## config.mk

```make
export PLATFORM = sky130hd
export DESIGN_NAME = buck_pwm_seq
export DESIGN_NICKNAME = d
export VERILOG_FILES = /design/src/rtl/bpc_pkg.sv /design/src/rtl/bpc_cycle_timer.sv /design/src/rtl/bpc_span_timer.sv /design/src/rtl/bpc_phase_seq.sv /design/src/rtl/buck_pwm_seq.sv
export SDC_FILE = /design/constraint.sdc
export NUM_CORES = 1
export LEC_CHECK = 0
export ABC_AREA = 1
export BUFFER_PORTS_ARGS = -buffer_cell sky130_fd_sc_hd__buf_2
export CAP_MARGIN = 15
export CORE_MARGIN = 5
export CORE_UTILIZATION = 30
export DETAILED_ROUTE_END_ITERATION = 8
export SLEW_MARGIN = 5
export SYNTH_ARGS = -nofsm -noshare
export SYNTH_HDL_FRONTEND = slang
export SYNTH_SLANG_ARGS = --single-unit
```

## constraint.sdc

```tcl
create_clock -name clk -period 1.4 [get_ports clk]
set_input_delay 0.14 -clock clk [delete_from_list [all_inputs] [get_ports clk]]
set_output_delay 0.14 -clock clk [all_outputs]
set_load 0.01 [all_outputs]
```

## src/rtl/bpc_pkg.sv

```systemverilog
package bpc_pkg;
  typedef enum logic [2:0] {
    PH_OFF    = 3'd0,
    PH_DEAD_H = 3'd1,
    PH_HIGH   = 3'd2,
    PH_DEAD_L = 3'd3,
    PH_LOW    = 3'd4,
    PH_PARK   = 3'd5
  } phase_t;
endpackage

```

## src/rtl/bpc_cycle_timer.sv

```systemverilog
module bpc_cycle_timer #(
  parameter int CYC_TICKS = 100,
  parameter int CW        = 7
) (
  input  logic          clk,
  input  logic          rst_n,
  input  logic          en,
  output logic [CW-1:0] pos,
  output logic          start
);
  localparam logic [CW-1:0] LAST = CW'(CYC_TICKS - 1);

  always_ff @(posedge clk or negedge rst_n) begin
    if (!rst_n)           pos <= '0;
    else if (!en)         pos <= '0;
    else if (pos == LAST) pos <= '0;
    else                  pos <= pos + 1'b1;
  end

  assign start = en && (pos == '0);
endmodule

```

## src/rtl/bpc_span_timer.sv

```systemverilog
module bpc_span_timer #(
  parameter int SW = 7
) (
  input  logic          clk,
  input  logic          rst_n,
  input  logic          restart,
  output logic [SW-1:0] span
);
  localparam logic [SW-1:0] TOP = {SW{1'b1}};

  always_ff @(posedge clk or negedge rst_n) begin
    if (!rst_n)           span <= '0;
    else if (restart)     span <= '0;
    else if (span != TOP) span <= span + 1'b1;
  end
endmodule

```

## src/rtl/bpc_phase_seq.sv

```systemverilog
module bpc_phase_seq
  import bpc_pkg::*;
#(
  parameter int CW            = 7,
  parameter int SW            = 7,
  parameter int MAX_TICKS     = 94,
  parameter int MIN_ON_TICKS  = 7,
  parameter int SKIP_ON_TICKS = 30,
  parameter int DEAD_TICKS    = 2
) (
  input  logic          clk,
  input  logic          rst_n,
  input  logic          en,
  input  logic          skip_mode,
  input  logic          ramp_trip,
  input  logic          ilim_trip,
  input  logic          below_skip,
  input  logic          above_set,
  input  logic [CW-1:0] pos,
  input  logic          start,
  input  logic [SW-1:0] span,
  output phase_t        phase,
  output logic          restart
);
  localparam logic [CW-1:0] MAX_LAST  = CW'(MAX_TICKS - 1);
  localparam logic [SW-1:0] MIN_LAST  = SW'(MIN_ON_TICKS - 1);
  localparam logic [SW-1:0] SKIP_LAST = SW'(SKIP_ON_TICKS - 1);
  localparam logic [SW-1:0] DEAD_LAST = SW'(DEAD_TICKS - 1);

  phase_t nxt;
  logic   max_hit, min_met, fixed_done, hs_stop, gap_done;

  assign max_hit    = (pos == MAX_LAST);
  assign min_met    = (span >= MIN_LAST);
  assign fixed_done = (span >= SKIP_LAST);
  assign gap_done   = (span == DEAD_LAST);
  assign hs_stop    = max_hit || ilim_trip ||
                      (skip_mode ? fixed_done : (ramp_trip && min_met));

  always_comb begin
    nxt = phase;
    if (!en) begin
      nxt = PH_OFF;
    end else if (start) begin
      if (skip_mode && above_set) nxt = PH_PARK;
      else                        nxt = PH_DEAD_H;
    end else begin
      case (phase)
        PH_DEAD_H: if (gap_done) nxt = PH_HIGH;
        PH_HIGH:   if (hs_stop)  nxt = PH_DEAD_L;
        PH_DEAD_L: if (gap_done) nxt = PH_LOW;
        PH_LOW:    if (skip_mode && below_skip) nxt = PH_PARK;
        default:   nxt = phase;
      endcase
    end
  end

  assign restart = (nxt != phase);

  always_ff @(posedge clk or negedge rst_n) begin
    if (!rst_n) phase <= PH_OFF;
    else        phase <= nxt;
  end
endmodule

```

## src/rtl/buck_pwm_seq.sv

```systemverilog
module buck_pwm_seq
  import bpc_pkg::*;
#(
  parameter int CLK_HZ       = 100_000_000,
  parameter int SW_HZ        = 1_000_000,
  parameter int MAX_DUTY_PCT = 94,
  parameter int MIN_ON_NS    = 70,
  parameter int SKIP_ON_NS   = 300,
  parameter int DEAD_TICKS   = 2
) (
  input  logic clk,
  input  logic rst_n,
  input  logic en,
  input  logic skip_mode,
  input  logic ramp_trip,
  input  logic ilim_trip,
  input  logic below_skip,
  input  logic above_set,
  output logic hs_en,
  output logic ls_en,
  output logic cyc_start
);
  localparam int CYC_TICKS     = CLK_HZ / SW_HZ;
  localparam int MAX_TICKS     = (CYC_TICKS * MAX_DUTY_PCT) / 100;
  localparam int TICK_NS       = 1_000_000_000 / CLK_HZ;
  localparam int MIN_ON_TICKS  = (MIN_ON_NS + TICK_NS - 1) / TICK_NS;
  localparam int SKIP_ON_TICKS = (SKIP_ON_NS + TICK_NS - 1) / TICK_NS;
  localparam int CW            = $clog2(CYC_TICKS);
  localparam int SW            = $clog2(CYC_TICKS + 1);

  logic [CW-1:0] pos;
  logic [SW-1:0] span;
  logic          restart;
  phase_t        phase;

  bpc_cycle_timer #(.CYC_TICKS(CYC_TICKS), .CW(CW)) u_cycle (
    .clk(clk), .rst_n(rst_n), .en(en), .pos(pos), .start(cyc_start)
  );

  bpc_span_timer #(.SW(SW)) u_span (
    .clk(clk), .rst_n(rst_n), .restart(restart), .span(span)
  );

  bpc_phase_seq #(
    .CW(CW), .SW(SW), .MAX_TICKS(MAX_TICKS), .MIN_ON_TICKS(MIN_ON_TICKS),
    .SKIP_ON_TICKS(SKIP_ON_TICKS), .DEAD_TICKS(DEAD_TICKS)
  ) u_seq (
    .clk(clk), .rst_n(rst_n), .en(en), .skip_mode(skip_mode),
    .ramp_trip(ramp_trip), .ilim_trip(ilim_trip), .below_skip(below_skip),
    .above_set(above_set), .pos(pos), .start(cyc_start), .span(span),
    .phase(phase), .restart(restart)
  );

  assign hs_en = en && (phase == PH_HIGH);
  assign ls_en = en && (phase == PH_LOW);
endmodule

```

==> results.py <==
metrics = {
    "min_path": {
        "hp-class": "input pin to flop",
        "holdPathStages": 3,
        "hold_start": "en",
        "hold-path-endpoint": "u_cycle.pos[1]",
    },
    "die": {
        "die-area_mm2": 0.005244,
        "die_height_um": 72.42,
        "rows": 22,
        "core_mm2": 0.003716,
        "initial_core_util_pct": 31.45,
        "die_w_um": 72.42,
        "io_pins": 11,
    },
    "global_routing": {
        "grtUsageMet2_pct": 15.67,
        "grt_remaining_overflow": 0,
        "antenna_found_initial": 0,
        "track_usage_pct": 10.31,
        "grt_pass1_wl_mm": 4.284,
        "met1_usage_pct": 14.29,
        "grt_pass1_vias": 979,
        "use_met3_pct": 1.524,
        "grt_max_degree": 18,
        "busiest_layer": "met2",
    },
    "timing": {
        "hold_viol_final": 0,
        "worst_pin_slew_ps": 402.1,
        "max_freq_ghz": 0.6194,
        "setup_tns_ps": -1466,
        "rsz0062_at_grt": "yes",
        "fin_crit_sh_pct": 115.3,
        "drv_slew": 0,
        "setup_viol": 10,
        "min_period_ps": 1615,
        "fin_ws_ps": -214.6,
        "slew_headroom_pct": 73.19,
        "worst_clock_skew_ps": 1.766,
        "hold_ws_ps": 184.3,
    },
    "synth": {
        "synth_cells": 155,
        "synthSimpleGateAreaFrac_pct": 41.33,
        "synth_top_cells_by_count": "nand2_1, inv_1, nor2_1",
        "synth_area_per_cell_um2": 7.539,
        "yosys_warnings": 0,
        "synth_top_area_share_pct": 36.40,
        "synth_seq_area_share_pct": 36.40,
        "synth_area_mm2": 0.001169,
        "ys_seq_elements": 17,
        "synth_top_family_by_area": "simple AND/OR/NAND/NOR gates",
        "synthArstFlopShare_pct": 100.0,
        "yosysUniqueCellTypes": 28,
        "synthXorXnorAreaFrac_pct": 3.747,
        "synth_edf_count": 0,
        "muxShareOfSynthArea_pct": 0,
        "synth_flop_cell": "dfrtp_1",
        "yosysMostFrequentCell": "nand2_1",
        "synthAdderAreaFrac_pct": 6.424,
        "synth_compound_area_share_pct": 4.283,
        "yosysTopAreaCell": "dfrtp_1",
        "synthTopCellsByArea": "dfrtp_1, nand2_1, inv_1",
        "syn_nets": 169,
    },
    "route": {
        "drc": 0,
        "dr.pass1.iters": 4,
        "wire_per_inst_um": 10.70,
        "via_per_inst": 4.366,
        "dr_total_vias": 1061,
        "drtAntennaViolNets": 0,
        "drt_iter0_drc": 75,
        "wirelength_mm": 2.601,
    },
    "worst_setup_path": {
        "worstPathMaxFanout": 7,
        "r2r_setup_slack_ps": -210,
        "cp.depth": 12,
        "r2r-end": "u_span.span[0]",
        "slowest_stage": "dfrtp_2",
        "cp-startpoint": "u_span.span[0]",
        "r2r_start": "u_span.span[0]",
        "cp_cell_sequence": "ha_4 -> inv_2 -> nand3_1 -> nand2_1 -> nand2_1 -> nand2_1 -> nand3_1 -> nand2_2 -> nand2_2 -> nand2_2 -> nand3_4 -> nor2_2",
        "slowest_delay_ps": 450,
        "path_delay_family": "simple AND/OR/NAND/NOR gates",
        "cp.required_ps": 1590,
        "timing.critical_path.buf_inv": 1,
        "start_kind": "flop",
        "worstRegToRegCells": 12,
        "arrival_ps": 1800,
        "crit_path_end_kind": "flop",
        "crit_type": "flop to flop",
    },
    "cts": {
        "insertion_delay_ps": 250,
        "numCtsBuffers": 3,
        "htreeDepth": 1,
        "clockRootBuffer": "clkbuf_8",
        "cts_tree": "yes",
        "cts_max_path_buffers": 2,
        "cts.sink_count": 17,
        "clk_pin_slew_ps": 70,
    },
    "pwr": {
        "comb_power_share_pct": 40.6,
        "p_int_mw": 1.061,
        "leakagePower_nw": 0.7944,
        "pwr-share-clk_pct": 22.7,
        "irDropWorstVdd_uv": 364.1,
        "p_sw_mw": 0.5828,
        "seqPwrFrac_pct": 36.7,
        "p_sw_share_pct": 35.46,
        "p_per_area_mw_per_mm2": 992.8,
    },
    "finish": {
        "drive_gt1_share_pct": 43.08,
        "n_fill_cell": 374,
        "synthToLayoutAreaGrowth_pct": 41.65,
        "antenna_cells": 0,
        "nets": 210,
        "final_area_mm2": 0.001655,
    },
    "placement": {
        "io_buffers": 10,
        "routabilityCongestion": 0.7662,
        "dp_slack_ps": -274.3,
        "hpwl_mm": 1.863,
        "placed_area_mm2": 0.001431,
    },
    "outcome": {
        "failed_checks": "negative setup slack",
        "outcome": "complete, but fails checks",
    },
    "flow_run": {
        "cap_violations": 0,
    },
}
layer usage:
metal / share of wire (%) / wire [µm]
met1: 50 / 1290
met3: 4.0 / 105
met5: 0 / 0
met2: 44 / 1153
met4: 2.0 / 51
power by group through the flow:
| stage | sequential, mW | combinational [mW] | clock, mW |
|---|---|---|---|
| final | 0.604 | 0.667 | 0.373 |
| after global placement | 0.600 | 0.503 | 0 |
| after detailed placement | 0.600 | 0.499 | 0 |
| after global routing | 0.609 | 0.741 | 0.402 |
| after floorplan | 0.589 | 0.316 | 0 |
| after CTS | 0.585 | 0.595 | 0.380 |
cell usage in the layout (no fill, tap or decap), drive strengths merged, types with 5 or more instances in the layout:
cell type and n:
ha 6, nor3 6, inv 23, nand2 38, nor2 31, dfrtp 17, o21ai 5, nand3 14
buf 36
what timing repair did:
action	CTS	global route
setup endpoints to repair	10	15
pin swaps	8	21
resized for setup	9	25
buffers inserted	3	3
hold buffers	1	0
endpoints found under the hold margin	17	0
registers in the layout (all words and copies together), names as in the netlist:
signal,cells
u_cycle.pos,7
u_seq.phase,3
u_span.span,7
worst max path at each step:
stage | end | slack, ps
finish | u_span.span[0] | -210
global route | u_span.span[5] | -330
CTS | u_span.span[2] | -250
detailed placement | u_span.span[5] | -270
global placement | u_span.span[6] | -280
floorplan | u_span.span[2] | -110
cells by family (layout without fill, tap and decap cells):
logic type	count (synthesis)	count (layout)
AND/OR/NAND/NOR	94	94
buffers and inverters	24	64
flip-flops	17	17
AO/OA/AOI/OAI	9	9
adder cells (fa/ha/maj)	6	6
XOR/XNOR	5	5
worst register-to-register path, cell delays in order, from the launching register on:
cell     delay (ps)
dfrtp_2         450
ha_4            170
inv_2            70
nand3_1          90
nand2_1          70
nand2_1          60
nand2_1          60
nand3_1          80
nand2_2          90
nand2_2          60
nand2_2          80
nand3_4         140
nor2_2          130
layout make-up:
cell class / count / area, µm² / share of cell area, %
clock buffers: 4 / 45.04 / 2.721
well taps: 48 / 60.06 / 3.628
repair buffers: 37 / 269.0 / 16.25
flip-flops and latches: 17 / 426.7 / 25.77
inverters: 23 / 86.33 / 5.215
multi-input cells: 114 / 768.2 / 46.41
metrics by stage:
step	utilization (%)	std cells	power, mW
after global routing	44.55	243	1.752
after global placement	38.52	233	1.103
after floorplan	-	155	0.9048
after detailed placement	38.52	233	1.099
after CTS	41.41	241	1.561
final	44.55	243	1.643
Power figures use the tool's default switching activity.
